===== config.mk =====
export PLATFORM = sky130hd
export DESIGN_NAME = dual_bank_intc
export DESIGN_NICKNAME = d
export VERILOG_FILES = /design/src/rtl/dbi_pkg.sv /design/src/rtl/dbi_decode.sv /design/src/rtl/dbi_pick.sv /design/src/rtl/dual_bank_intc.sv
export SDC_FILE = /design/constraint.sdc
export NUM_CORES = 2
export LEC_CHECK = 0
export ABC_CLOCK_PERIOD_IN_PS = 170000
export BUFFER_PORTS_ARGS = -buffer_cell sky130_fd_sc_hd__buf_2
export CORE_UTILIZATION = 24
export CTS_CLUSTER_DIAMETER = 100
export DETAILED_ROUTE_END_ITERATION = 8
export GPL_TIMING_DRIVEN = 0
export SLEW_MARGIN = 15
export SYNTH_ARGS = -nofsm -noshare
export SYNTH_HDL_FRONTEND = slang
export SYNTH_SLANG_ARGS = --single-unit

===== constraint.sdc =====
create_clock -name clk -period 170 [get_ports clk]
set_input_delay 8.5 -clock clk [delete_from_list [all_inputs] [get_ports clk]]
set_output_delay 8.5 -clock clk [all_outputs]
set_load 0.03 [all_outputs]

===== src/rtl/dbi_pkg.sv =====
package dbi_pkg;

   typedef enum logic [3:0] {
      K_NONE, K_IRQP, K_EN, K_FSEL, K_FIQP, K_RAW, K_BEST, K_IDLE, K_PRIO
   } kind_e;

   typedef struct packed {
      kind_e kind;
      logic  bank;
   } slot_t;

   localparam logic [3:0] SLOT_LAST = 4'd10;

   // shared register-number order used by both ports
   function automatic slot_t slot_of_index(input logic [3:0] n);
      slot_t s;
      logic [3:0] k;
      s.kind = K_NONE;
      s.bank = 1'b0;
      k      = n;
      if (n >= 4'd6 && n <= SLOT_LAST) begin
         s.bank = 1'b1;
         k      = n - 4'd6;
      end
      if (n == 4'd5) begin
         s.kind = K_BEST;
      end else if (n <= SLOT_LAST) begin
         case (k)
            4'd0:    s.kind = K_IRQP;
            4'd1:    s.kind = K_EN;
            4'd2:    s.kind = K_FSEL;
            4'd3:    s.kind = K_FIQP;
            4'd4:    s.kind = K_RAW;
            default: s.kind = K_NONE;
         endcase
      end
      return s;
   endfunction

endpackage


===== src/rtl/dbi_decode.sv =====
module dbi_decode
   import dbi_pkg::*;
#(
   parameter bit MEM_STYLE = 1'b1,
   parameter int ADDR_W    = 12,
   parameter int NUM_SRC   = 40,
   parameter int SRC_W     = 6
) (
   input  logic [ADDR_W-1:0] addr,
   output slot_t             slot,
   output logic [SRC_W-1:0]  pidx
);

   generate
      if (MEM_STYLE) begin : g_mem
         if (ADDR_W < 10) begin : g_bad_aw
            $error("dbi_decode: memory offset too narrow");
         end
         logic [ADDR_W-1:0] pw;
         always_comb begin
            slot.kind = K_NONE;
            slot.bank = 1'b0;
            pidx      = '0;
            pw        = (addr - ADDR_W'(256)) >> 2;
            if (addr[1:0] == 2'b00) begin
               if (addr < ADDR_W'(256)) begin
                  if (addr[7:2] <= 6'(SLOT_LAST)) begin
                     slot = slot_of_index(addr[5:2]);
                  end else if (addr[7:2] == 6'd12) begin
                     slot.kind = K_IDLE;
                  end
               end else if (pw < ADDR_W'(NUM_SRC)) begin
                  slot.kind = K_PRIO;
                  pidx      = SRC_W'(pw);
               end
            end
         end
      end else begin : g_cp
         if (ADDR_W != 4) begin : g_bad_cw
            $error("dbi_decode: register number must be 4 bits");
         end
         always_comb begin
            slot = slot_of_index(addr[3:0]);
            pidx = '0;
         end
      end
   endgenerate

endmodule


===== src/rtl/dbi_pick.sv =====
module dbi_pick #(
   parameter int N      = 40,
   parameter int PRIO_W = 6,
   parameter int SRC_W  = 6
) (
   input  logic [N-1:0]        act,
   input  logic [N*PRIO_W-1:0] prio_flat,
   output logic                found,
   output logic [SRC_W-1:0]    who
);

   logic [PRIO_W-1:0] best;

   // lowest value wins; strict compare keeps the lower index on ties
   always_comb begin
      found = 1'b0;
      who   = '0;
      best  = '0;
      for (int i = 0; i < N; i++) begin
         if (act[i] && (!found || prio_flat[i*PRIO_W +: PRIO_W] < best)) begin
            found = 1'b1;
            best  = prio_flat[i*PRIO_W +: PRIO_W];
            who   = SRC_W'(i);
         end
      end
   end

endmodule


===== src/rtl/dual_bank_intc.sv =====
module dual_bank_intc
   import dbi_pkg::*;
#(
   parameter int NUM_SRC = 40,
   parameter int WORD_W  = 32,
   parameter int PRIO_W  = 6,
   parameter int MEM_AW  = 12,
   parameter int CP_AW   = 4
) (
   input  logic               clk,
   input  logic               rst_n,
   input  logic [NUM_SRC-1:0] src_level,
   input  logic               core_halted,
   input  logic               mem_we,
   input  logic [MEM_AW-1:0]  mem_addr,
   input  logic [WORD_W-1:0]  mem_wdata,
   output logic [WORD_W-1:0]  mem_rdata,
   input  logic               cp_we,
   input  logic [CP_AW-1:0]   cp_idx,
   input  logic [WORD_W-1:0]  cp_wdata,
   output logic [WORD_W-1:0]  cp_rdata,
   output logic               fiq_req,
   output logic               irq_req,
   output logic               wake_req
);

   localparam int NBANK = (NUM_SRC + WORD_W - 1) / WORD_W;
   localparam int PADW  = NBANK * WORD_W;
   localparam int SRC_W = $clog2(NUM_SRC);

   generate
      if (WORD_W != 32) begin : g_bad_word
         $error("dual_bank_intc: word width must be 32");
      end
      if (NBANK != 2 || NUM_SRC >= PADW) begin : g_bad_src
         $error("dual_bank_intc: source count must be 33..63");
      end
      if (PRIO_W < 1 || PRIO_W > 15) begin : g_bad_prio
         $error("dual_bank_intc: priority width out of range");
      end
   endgenerate

   // ---------------- state ----------------
   logic [NUM_SRC-1:0] pend_q, en_q, fs_q, en_d, fs_d;
   logic [WORD_W-1:0]  idle_q, idle_d;
   logic [PRIO_W-1:0]  prio_q [NUM_SRC];
   logic [PRIO_W-1:0]  prio_d [NUM_SRC];
   logic               fiq_q, irq_q, wake_q;

   // ---------------- decode ----------------
   slot_t             cp_slot, mem_slot;
   logic [SRC_W-1:0]  cp_pidx, mem_pidx;

   dbi_decode #(.MEM_STYLE(1'b0), .ADDR_W(CP_AW), .NUM_SRC(NUM_SRC), .SRC_W(SRC_W))
      u_cp_dec (.addr(cp_idx), .slot(cp_slot), .pidx(cp_pidx));

   dbi_decode #(.MEM_STYLE(1'b1), .ADDR_W(MEM_AW), .NUM_SRC(NUM_SRC), .SRC_W(SRC_W))
      u_mem_dec (.addr(mem_addr), .slot(mem_slot), .pidx(mem_pidx));

   // ---------------- active sets ----------------
   logic [NUM_SRC-1:0] act, fact, iact;
   logic [PADW-1:0]    raw_p, en_p, fs_p, fact_p, iact_p, wake_cov;

   assign act    = pend_q & en_q;
   assign fact   = act & fs_q;
   assign iact   = act & ~fs_q;
   assign raw_p  = PADW'(pend_q);
   assign en_p   = PADW'(en_q);
   assign fs_p   = PADW'(fs_q);
   assign fact_p = PADW'(fact);
   assign iact_p = PADW'(iact);
   assign wake_cov = raw_p & (en_p | {NBANK{idle_q}});

   // ---------------- priority pick ----------------
   logic [NUM_SRC*PRIO_W-1:0] prio_flat;
   logic                      fiq_found, irq_found;
   logic [SRC_W-1:0]          fiq_who, irq_who;
   logic [WORD_W-1:0]         best_word;

   generate
      for (genvar g = 0; g < NUM_SRC; g++) begin : g_flat
         assign prio_flat[g*PRIO_W +: PRIO_W] = prio_q[g];
      end
   endgenerate

   dbi_pick #(.N(NUM_SRC), .PRIO_W(PRIO_W), .SRC_W(SRC_W))
      u_pick_fiq (.act(fact), .prio_flat(prio_flat), .found(fiq_found), .who(fiq_who));

   dbi_pick #(.N(NUM_SRC), .PRIO_W(PRIO_W), .SRC_W(SRC_W))
      u_pick_irq (.act(iact), .prio_flat(prio_flat), .found(irq_found), .who(irq_who));

   always_comb begin
      best_word              = '0;
      best_word[SRC_W-1:0]   = fiq_who;
      best_word[15]          = fiq_found;
      best_word[16 +: SRC_W] = irq_who;
      best_word[31]          = irq_found;
   end

   // ---------------- read views ----------------
   function automatic logic [WORD_W-1:0] pick_bank(input logic [PADW-1:0] v,
                                                   input logic b);
      return b ? v[WORD_W +: WORD_W] : v[0 +: WORD_W];
   endfunction

   function automatic logic [WORD_W-1:0] view(input slot_t s,
                                              input logic [SRC_W-1:0] pi);
      case (s.kind)
         K_IRQP:  return pick_bank(iact_p, s.bank);
         K_FIQP:  return pick_bank(fact_p, s.bank);
         K_EN:    return pick_bank(en_p, s.bank);
         K_FSEL:  return pick_bank(fs_p, s.bank);
         K_RAW:   return pick_bank(raw_p, s.bank);
         K_BEST:  return best_word;
         K_IDLE:  return idle_q;
         K_PRIO:  return WORD_W'(prio_q[pi]);
         default: return '0;
      endcase
   endfunction

   assign cp_rdata  = view(cp_slot, cp_pidx);
   assign mem_rdata = view(mem_slot, mem_pidx);

   // ---------------- write path (index 1 = memory port, applied last) ----------------
   logic              wr_en   [2];
   slot_t             wr_slot [2];
   logic [WORD_W-1:0] wr_data [2];
   logic [SRC_W-1:0]  wr_pidx [2];

   assign wr_en[0]   = cp_we;
   assign wr_slot[0] = cp_slot;
   assign wr_data[0] = cp_wdata;
   assign wr_pidx[0] = cp_pidx;
   assign wr_en[1]   = mem_we;
   assign wr_slot[1] = mem_slot;
   assign wr_data[1] = mem_wdata;
   assign wr_pidx[1] = mem_pidx;

   function automatic logic [NUM_SRC-1:0] put_bank(input logic [NUM_SRC-1:0] v,
                                                   input logic b,
                                                   input logic [WORD_W-1:0] d);
      logic [PADW-1:0] t;
      t = PADW'(v);
      if (b) t[WORD_W +: WORD_W] = d;
      else   t[0 +: WORD_W]      = d;
      return t[NUM_SRC-1:0];
   endfunction

   always_comb begin
      en_d   = en_q;
      fs_d   = fs_q;
      idle_d = idle_q;
      prio_d = prio_q;
      for (int p = 0; p < 2; p++) begin
         if (wr_en[p]) begin
            case (wr_slot[p].kind)
               K_EN:    en_d   = put_bank(en_d, wr_slot[p].bank, wr_data[p]);
               K_FSEL:  fs_d   = put_bank(fs_d, wr_slot[p].bank, wr_data[p]);
               K_IDLE:  idle_d = wr_data[p];
               K_PRIO:  prio_d[wr_pidx[p]] = wr_data[p][PRIO_W-1:0];
               default: ;
            endcase
         end
      end
   end

   always_ff @(posedge clk or negedge rst_n) begin
      if (!rst_n) begin
         pend_q <= '0;
         en_q   <= '0;
         fs_q   <= '0;
         idle_q <= '0;
         for (int i = 0; i < NUM_SRC; i++) prio_q[i] <= '0;
         fiq_q  <= 1'b0;
         irq_q  <= 1'b0;
         wake_q <= 1'b0;
      end else begin
         pend_q <= src_level;
         en_q   <= en_d;
         fs_q   <= fs_d;
         idle_q <= idle_d;
         prio_q <= prio_d;
         fiq_q  <= |fact;
         irq_q  <= |iact;
         wake_q <= core_halted & (|wake_cov);
      end
   end

   assign fiq_req  = fiq_q;
   assign irq_req  = irq_q;
   assign wake_req = wake_q;

endmodule


Yosys cells after proc, flatten, opt, wreduce, memory -nomap -nowiden
Index checks and enable logic that the tools add are counted.
Widths: inputs -> output; s select.
{"block": "classes", "n_addsub": 3, "order_cmp": 87, "n_eq_ne": 27, "muxes": 301, "n_bitwise": 8, "reduce_logical": 243}
{"cell": "$mux 240", "count": 4}
{"cell": "$mux 6", "count": 100}
{"cell": "$mux 32", "count": 18}
{"cell": "$pmux 32 s8", "count": 2}
{"cell": "$lt 6x6->1", "count": 78}
{"cell": "$mux 40", "count": 8}
{"cell": "$bwmux 240", "count": 1}
{"cell": "$mux 5", "count": 33}
{"cell": "$and 40x40->40", "count": 3}
{"cell": "$mux 4", "count": 27}
{"cell": "$mux 1", "count": 86}
{"cell": "$logic_and 1x1->1", "count": 81}
{"cell": "$reduce_or 40->1", "count": 2}
{"cell": "$logic_not 1->1", "count": 78}
{"cell": "$logic_or 1x1->1", "count": 78}
{"cell": "$and 40x64->64", "count": 1}
{"cell": "$or 40x64->64", "count": 1}
{"cell": "$reduce_or 64->1", "count": 1}
{"cell": "$eq 4x3->1 const B", "count": 12}
{"cell": "$not 40->40", "count": 1}
{"cell": "$bmux 6 s6", "count": 1}
{"cell": "$demux 6 s6", "count": 1}
{"cell": "$eq 4x2->1 const B", "count": 8}
{"cell": "$mux 8", "count": 4}
{"cell": "19 further kinds", "count": 40}
{"block": "totals", "register_bits": 395, "in_bits": 125, "out_inout_bits": 67, "elab_cells": 716}

Longest topological paths before layout
{"block": "logic_depth", "ltp_word": 160, "mapped_depth": 405, "depth_no_buf": 381}

Hierarchy
A second synthesis with hierarchy kept.
{"block": "unflattened", "cells_unflattened": 6719, "area_unflattened_um2": 51602.0}
{"module": "dual_bank_intc", "n_inst": 1, "cells_per_inst": 3044, "area_each_um2": 26665.6}
{"module": "dbi_pick (u_pick_irq)", "n_inst": 1, "cells_per_inst": 1818, "area_each_um2": 12443.2}
{"module": "dbi_pick (u_pick_fiq)", "n_inst": 1, "cells_per_inst": 1770, "area_each_um2": 11925.2}
{"module": "dbi_decode (u_mem_dec)", "n_inst": 1, "cells_per_inst": 50, "area_each_um2": 320.3}
{"module": "dbi_decode (u_cp_dec)", "n_inst": 1, "cells_per_inst": 37, "area_each_um2": 247.7}

Least setup slack after synthesis
Ideal clock, no wire load.
{"block": "synth_timing", "path_type": "reg2out", "start": "register pend_q[0]", "end": "output mem_rdata[4]", "arrival_time_ns": 66.302, "path_slack_ns": 95.198, "path_stages_with_launch": 371, "path_buffers": 26, "cell_sequence": "dfrtp_1 and3_1 clkbuf_1 nand2_1 ha_1 a211o_1 a311oi_1 or3_1 buf_4 nand2_8 a31oi_1 ha_1 a211oi_1 o211ai_1 a21oi_1 nor2_1 mux2i_1 nand2_1 (+335 left out) o21bai_1 or3_1 inv_1 a21oi_1 buf_2 nand2_1 o21ai_1 ha_1 a21o_1 a21o_1 a21oi_1 a22oi_1 nand2_1 o21ai_0 nor2_1 o21ai_4 nand3b_4 o41ai_1"}
{"block": "synth_between", "elab_chain_cells": 160, "word_cells_on_any_way": 261}
{"item": "start, declared", "line": "dual_bank_intc.sv:44", "source": "logic [NUM_SRC-1:0] pend_q, en_q, fs_q, en_d, fs_d;"}
{"item": "start signal, assigned", "line": "dual_bank_intc.sv:178", "source": "pend_q <= src_level;"}
{"item": "$and 40x40->40 *", "line": "dual_bank_intc.sv:64", "source": "assign act = pend_q & en_q;"}
{"item": "$and 40x40->40 *", "line": "dual_bank_intc.sv:65", "source": "assign fact = act & fs_q;"}
{"item": "$mux 6 or $mux 1 (tied branches)", "line": "dbi_pick.sv:20", "source": "if (act[i] && (!found || prio_flat[i*PRIO_W +: PRIO_W] < best)) begin"}
{"item": "$lt 6x6->1 or $logic_not 1->1 (tied branches)", "line": "dbi_pick.sv:20"}
{"item": "$logic_or 1x1->1", "line": "dbi_pick.sv:20"}
{"item": "$logic_and 1x1->1", "line": "dbi_pick.sv:20"}
{"item": "$mux 6 or $mux 1 (tied branches)", "line": "dbi_pick.sv:20"}
{"item": "$lt 6x6->1 or $logic_not 1->1 (tied branches)", "line": "dbi_pick.sv:20"}
{"item": "(+144 left out)"}
{"item": "$logic_or 1x1->1", "line": "dbi_pick.sv:20"}
{"item": "$logic_and 1x1->1", "line": "dbi_pick.sv:20"}
{"item": "$mux 6 or $mux 1 (tied branches)", "line": "dbi_pick.sv:20"}
{"item": "$lt 6x6->1 or $logic_not 1->1 (tied branches)", "line": "dbi_pick.sv:20"}
{"item": "$logic_or 1x1->1", "line": "dbi_pick.sv:20"}
{"item": "$logic_and 1x1->1", "line": "dbi_pick.sv:20"}
{"item": "$mux 6 *", "line": "dbi_pick.sv:20"}
{"item": "$pmux 32 s8 *", "line": "dual_bank_intc.sv:108", "source": "case (s.kind)"}
{"item": "end, declared", "line": "dual_bank_intc.sv:17", "source": "output logic [WORD_W-1:0] mem_rdata,"}
Every way passes the cells marked *; elsewhere a longest branch is shown, timed or not.

Worst setup path in the final report
Ends and elaborated chain as after synthesis.

==> results.py <==
metrics = {
    "run_status": {
        "outcome": "finished with violations",
        "violations": "DRC",
    },
    "timing": {
        "drv_slew": 0,
        "fin_setup_tns_ps": 0,
        "tightestPinTransition_ps": 1440,
        "clock_skew_ps": 35.3,
        "fmax_ghz": 0.0111,
        "slew-limit-headroom_pct": 4.14,
        "fin_ws_ps": 79640,
        "hold_viol_final": 0,
        "rsz0062_at_grt": "false",
        "fin_crit_ps": 90360,
        "finalCritPeriodShare_pct": 53.2,
        "setup_viol": 0,
    },
    "logic_synthesis": {
        "avgSynthCellArea_um2": 7.72,
        "synthesis.area_mm2": 0.0464,
        "synth_edf_count": 0,
        "ys_ff_latch": 395,
        "synthDistinctLibCells": 161,
        "synth_nets": 6407,
        "async_flop_share_pct": 100,
        "ys.flop_type": "dfrtp_1",
        "yosysSeqAreaShare_pct": 21.3,
        "yosysWarnings": 0,
        "syn_inst": 6017,
    },
    "routing": {
        "antenna_left": 0,
        "dr.pass1.iters": 9,
        "viasPerCell": 6.02,
        "drtIter0Drc": 7174,
        "totalWireLength_um": 253000,
        "post_drt_wl_per_cell_um": 28.5,
        "route.detailed.drc": 7,
        "vias": 53400,
    },
    "power_and_ir_drop": {
        "p_per_area_mw_per_mm2": 26.3,
        "p_sw_mw": 0.785,
        "combPwrFrac_pct": 82.8,
        "p_clk_share_pct": 9.0,
        "vdd_ir_drop_max_mv": 0.0164,
        "p_sw_share_pct": 56.5,
        "p_int_mw": 0.603,
        "p_seq_share_pct": 8.2,
        "power_leakage_nw": 23.1,
    },
    "place": {
        "dp.final_hpwl_um": 197000,
        "io_buffers": 181,
        "place_area_mm2": 0.0508,
        "finalWeightedCongestion": 1.09,
        "pre_cts_ws_ps": 82090,
    },
    "critical_path": {
        "cp_num_buf_inv": 43,
        "cpPeakStageDelay_ps": 800,
        "arrival_ps": 81860,
        "path_class": "reg -> out",
        "crit_fanout": 10,
        "crit_slowest_cell": "o41ai_1",
        "cp_common_cell": "ha_1",
        "worst_ep_required_time_ps": 161500,
        "startpoint_type": "flip-flop",
        "end_kind": "primary output",
        "critPathTopFamily": "compound AO/OA/AOI/OAI gates",
    },
    "floorplan": {
        "io_pins": 192,
        "die_x_um": 442,
        "core_mm2": 0.192,
        "die_y_um": 442,
        "initial_core_util_pct": 24.1,
        "rows": 161,
        "die_area_mm2": 0.195,
    },
    "clock_network": {
        "clkLatencyLatePin_ps": 690,
        "cts.path.max_buffers": 3,
        "path_clk_slew_ps": 60,
        "cts_root_buf": "clkbuf_16",
        "cts-resized-gates": 0,
        "cts_buffers": 52,
        "ctsHoldBuffers": 0,
        "cts_tree": "yes",
        "postCtsSetupBuffers": 0,
        "numClockSinks": 395,
        "htree_levels": 2,
    },
    "finish": {
        "drive_gt1_share_pct": 14.9,
        "fillers": 20800,
        "final_area_mm2": 0.0528,
        "fin_util_pct": 27.4,
        "mostFrequentLayoutCells": "nand2_1, nor2_1, o21ai_0, dfrtp_1, a21oi_1",
        "finish.net_count": 6656,
        "synthToLayoutAreaGrowth_pct": 13.7,
        "final_common_cell": "nand2_1",
    },
    "grt": {
        "grt_usage_pct": 24.7,
        "grt_pass1_wl_um": 357000,
        "grt-ovfl-total": 0,
        "grt_max_degree": 99,
        "antenna_found_initial": 50,
        "first_global_vias": 49500,
    },
    "job": {
        "maxCapViolCount": 0,
    },
    "worst_hold_path": {
        "hold_path_class": "reg -> reg",
    },
}
==> power groups by stage <==
stage | clock network [mW] | registers, mW | logic (mW)
6_report | 0.125 | 0.113 | 1.15
3_5_place_dp | 0 | 0.114 | 1.11
3_3_place_gp | 0 | 0.113 | 1.09
2_1_floorplan | 0 | 0.108 | 0.830
4_1_cts | 0.126 | 0.112 | 1.11
5_1_grt | 0.129 | 0.113 | 1.25
==> metrics by stage <==
step | hold WS, ps | power, mW | std cells
6_report | 533 | 1.39 | 8867
5_1_grt | 553 | 1.49 | 8857
4_1_cts | 533 | 1.35 | 8832
3_5_place_dp | 520 | 1.22 | 8736
3_3_place_gp | 517 | 1.20 | 8724
2_1_floorplan | 495 | 0.938 | 6017
==> registers in the layout (all words and copies together) (netlist names) <==
| register | cells |
|---|---|
| en_q | 40 |
| fiq_req | 1 |
| fs_q | 40 |
| idle_q | 32 |
| irq_req | 1 |
| pend_q | 40 |
| prio_flat | 240 |
| wake_req | 1 |
==> cell usage after synthesis, drive strengths merged, types with 26 or more instances <==
| library cell | n | area share, % |
|---|---|---|
| nand2 | 745 | 6.1 |
| o21ai | 589 | 6.5 |
| nor2 | 577 | 4.7 |
| dfrtp | 395 | 21 |
| a21oi | 355 | 3.9 |
| inv | 285 | 2.3 |
| mux2 | 275 | 6.8 |
| ha | 265 | 7.1 |
| clkbuf | 215 | 1.8 |
| mux2i | 202 | 4.4 |
| nand3 | 177 | 1.9 |
| nor3 | 158 | 1.7 |
| o22ai | 133 | 1.8 |
| buf | 110 | 1.5 |
| or2 | 71 | 0.96 |
| o21a | 69 | 1.1 |
| a31oi | 67 | 1.1 |
| a211oi | 66 | 1.2 |
| and2 | 63 | 0.85 |
| or3 | 62 | 0.87 |
| o211ai | 61 | 1.0 |
| o221ai | 60 | 1.2 |
| nand4 | 55 | 0.74 |
| and3 | 52 | 0.70 |
| a21o | 51 | 0.84 |
| nand2b | 44 | 0.60 |
| o31ai | 41 | 0.78 |
| xnor2 | 41 | 0.79 |
| a221oi | 31 | 0.60 |
| a22o | 31 | 0.58 |
| a211o | 29 | 0.55 |
| nor4 | 28 | 0.50 |
| o2111ai | 27 | 0.54 |
| a22oi | 26 | 0.45 |
| a31o | 26 | 0.49 |
| o311ai | 26 | 0.57 |
==> per-layer routing <==
layer | GRT usage [%] | up-vias | part of all wire [%]
met3 | 6.45 | 960 | 10
met4 | 24.5 | 18 | 11
met2 | 36.1 | 3460 | 42
met1 | 28.8 | 25700 | 37
met5 | 0 | - | 0.046
li1 | - | 23200 | -
==> logic make-up after synthesis <==
kind of cell	share of synthesized area [%]
AOI/OAI and AO/OA	30.7
xor gates and xnor gates	1.03
adders and majority gates	7.47
buffers and inverters	5.70
DFF	21.3
muxes	11.6
and+or+nand+nor	22.3
==> worst register-to-register path, delay by kind of cell (launching register included) <==
family	cells	cell delay, ps
AOI/OAI and AO/OA	10	2790
buffers and inverters	2	190
DFF	1	570
and+or+nand+nor	18	6480
==> final cells by class <==
type	instances	area (µm²)	share of cell area, %
diodes	33	82.6	0.156
flip-flops and latches	395	9880	18.7
clock buffers	71	1520	2.89
multi-input cells	5007	33900	64.3
repair buffers	195	1150	2.18
inverters	289	1080	2.05
clock inverters	25	354	0.671
well taps	2526	3160	5.99
plain buffers	326	1600	3.04
==> worst paths after layout <==
kind | from | to | slack (ps) | depth (start not counted)
max in group asynchronous | rst_n | prio_flat[46]$_DFFE_PN0P_ | 160750 | 4
worst min register to register | idle_q[28]$_DFF_PN0_ | idle_q[28]$_DFF_PN0_ | 530 | 1
worst max-delay path | pend_q[0]$_DFF_PN0_ | mem_rdata[4] | 79640 | 377
worst min-delay path | idle_q[28]$_DFF_PN0_ | idle_q[28]$_DFF_PN0_ | 530 | 1
worst max register to register | pend_q[3]$_DFF_PN0_ | irq_req$_DFF_PN0_ | 159810 | 30
min in group asynchronous | rst_n | pend_q[24]$_DFF_PN0_ | 7580 | 1
Power figures use the tool's default switching activity.
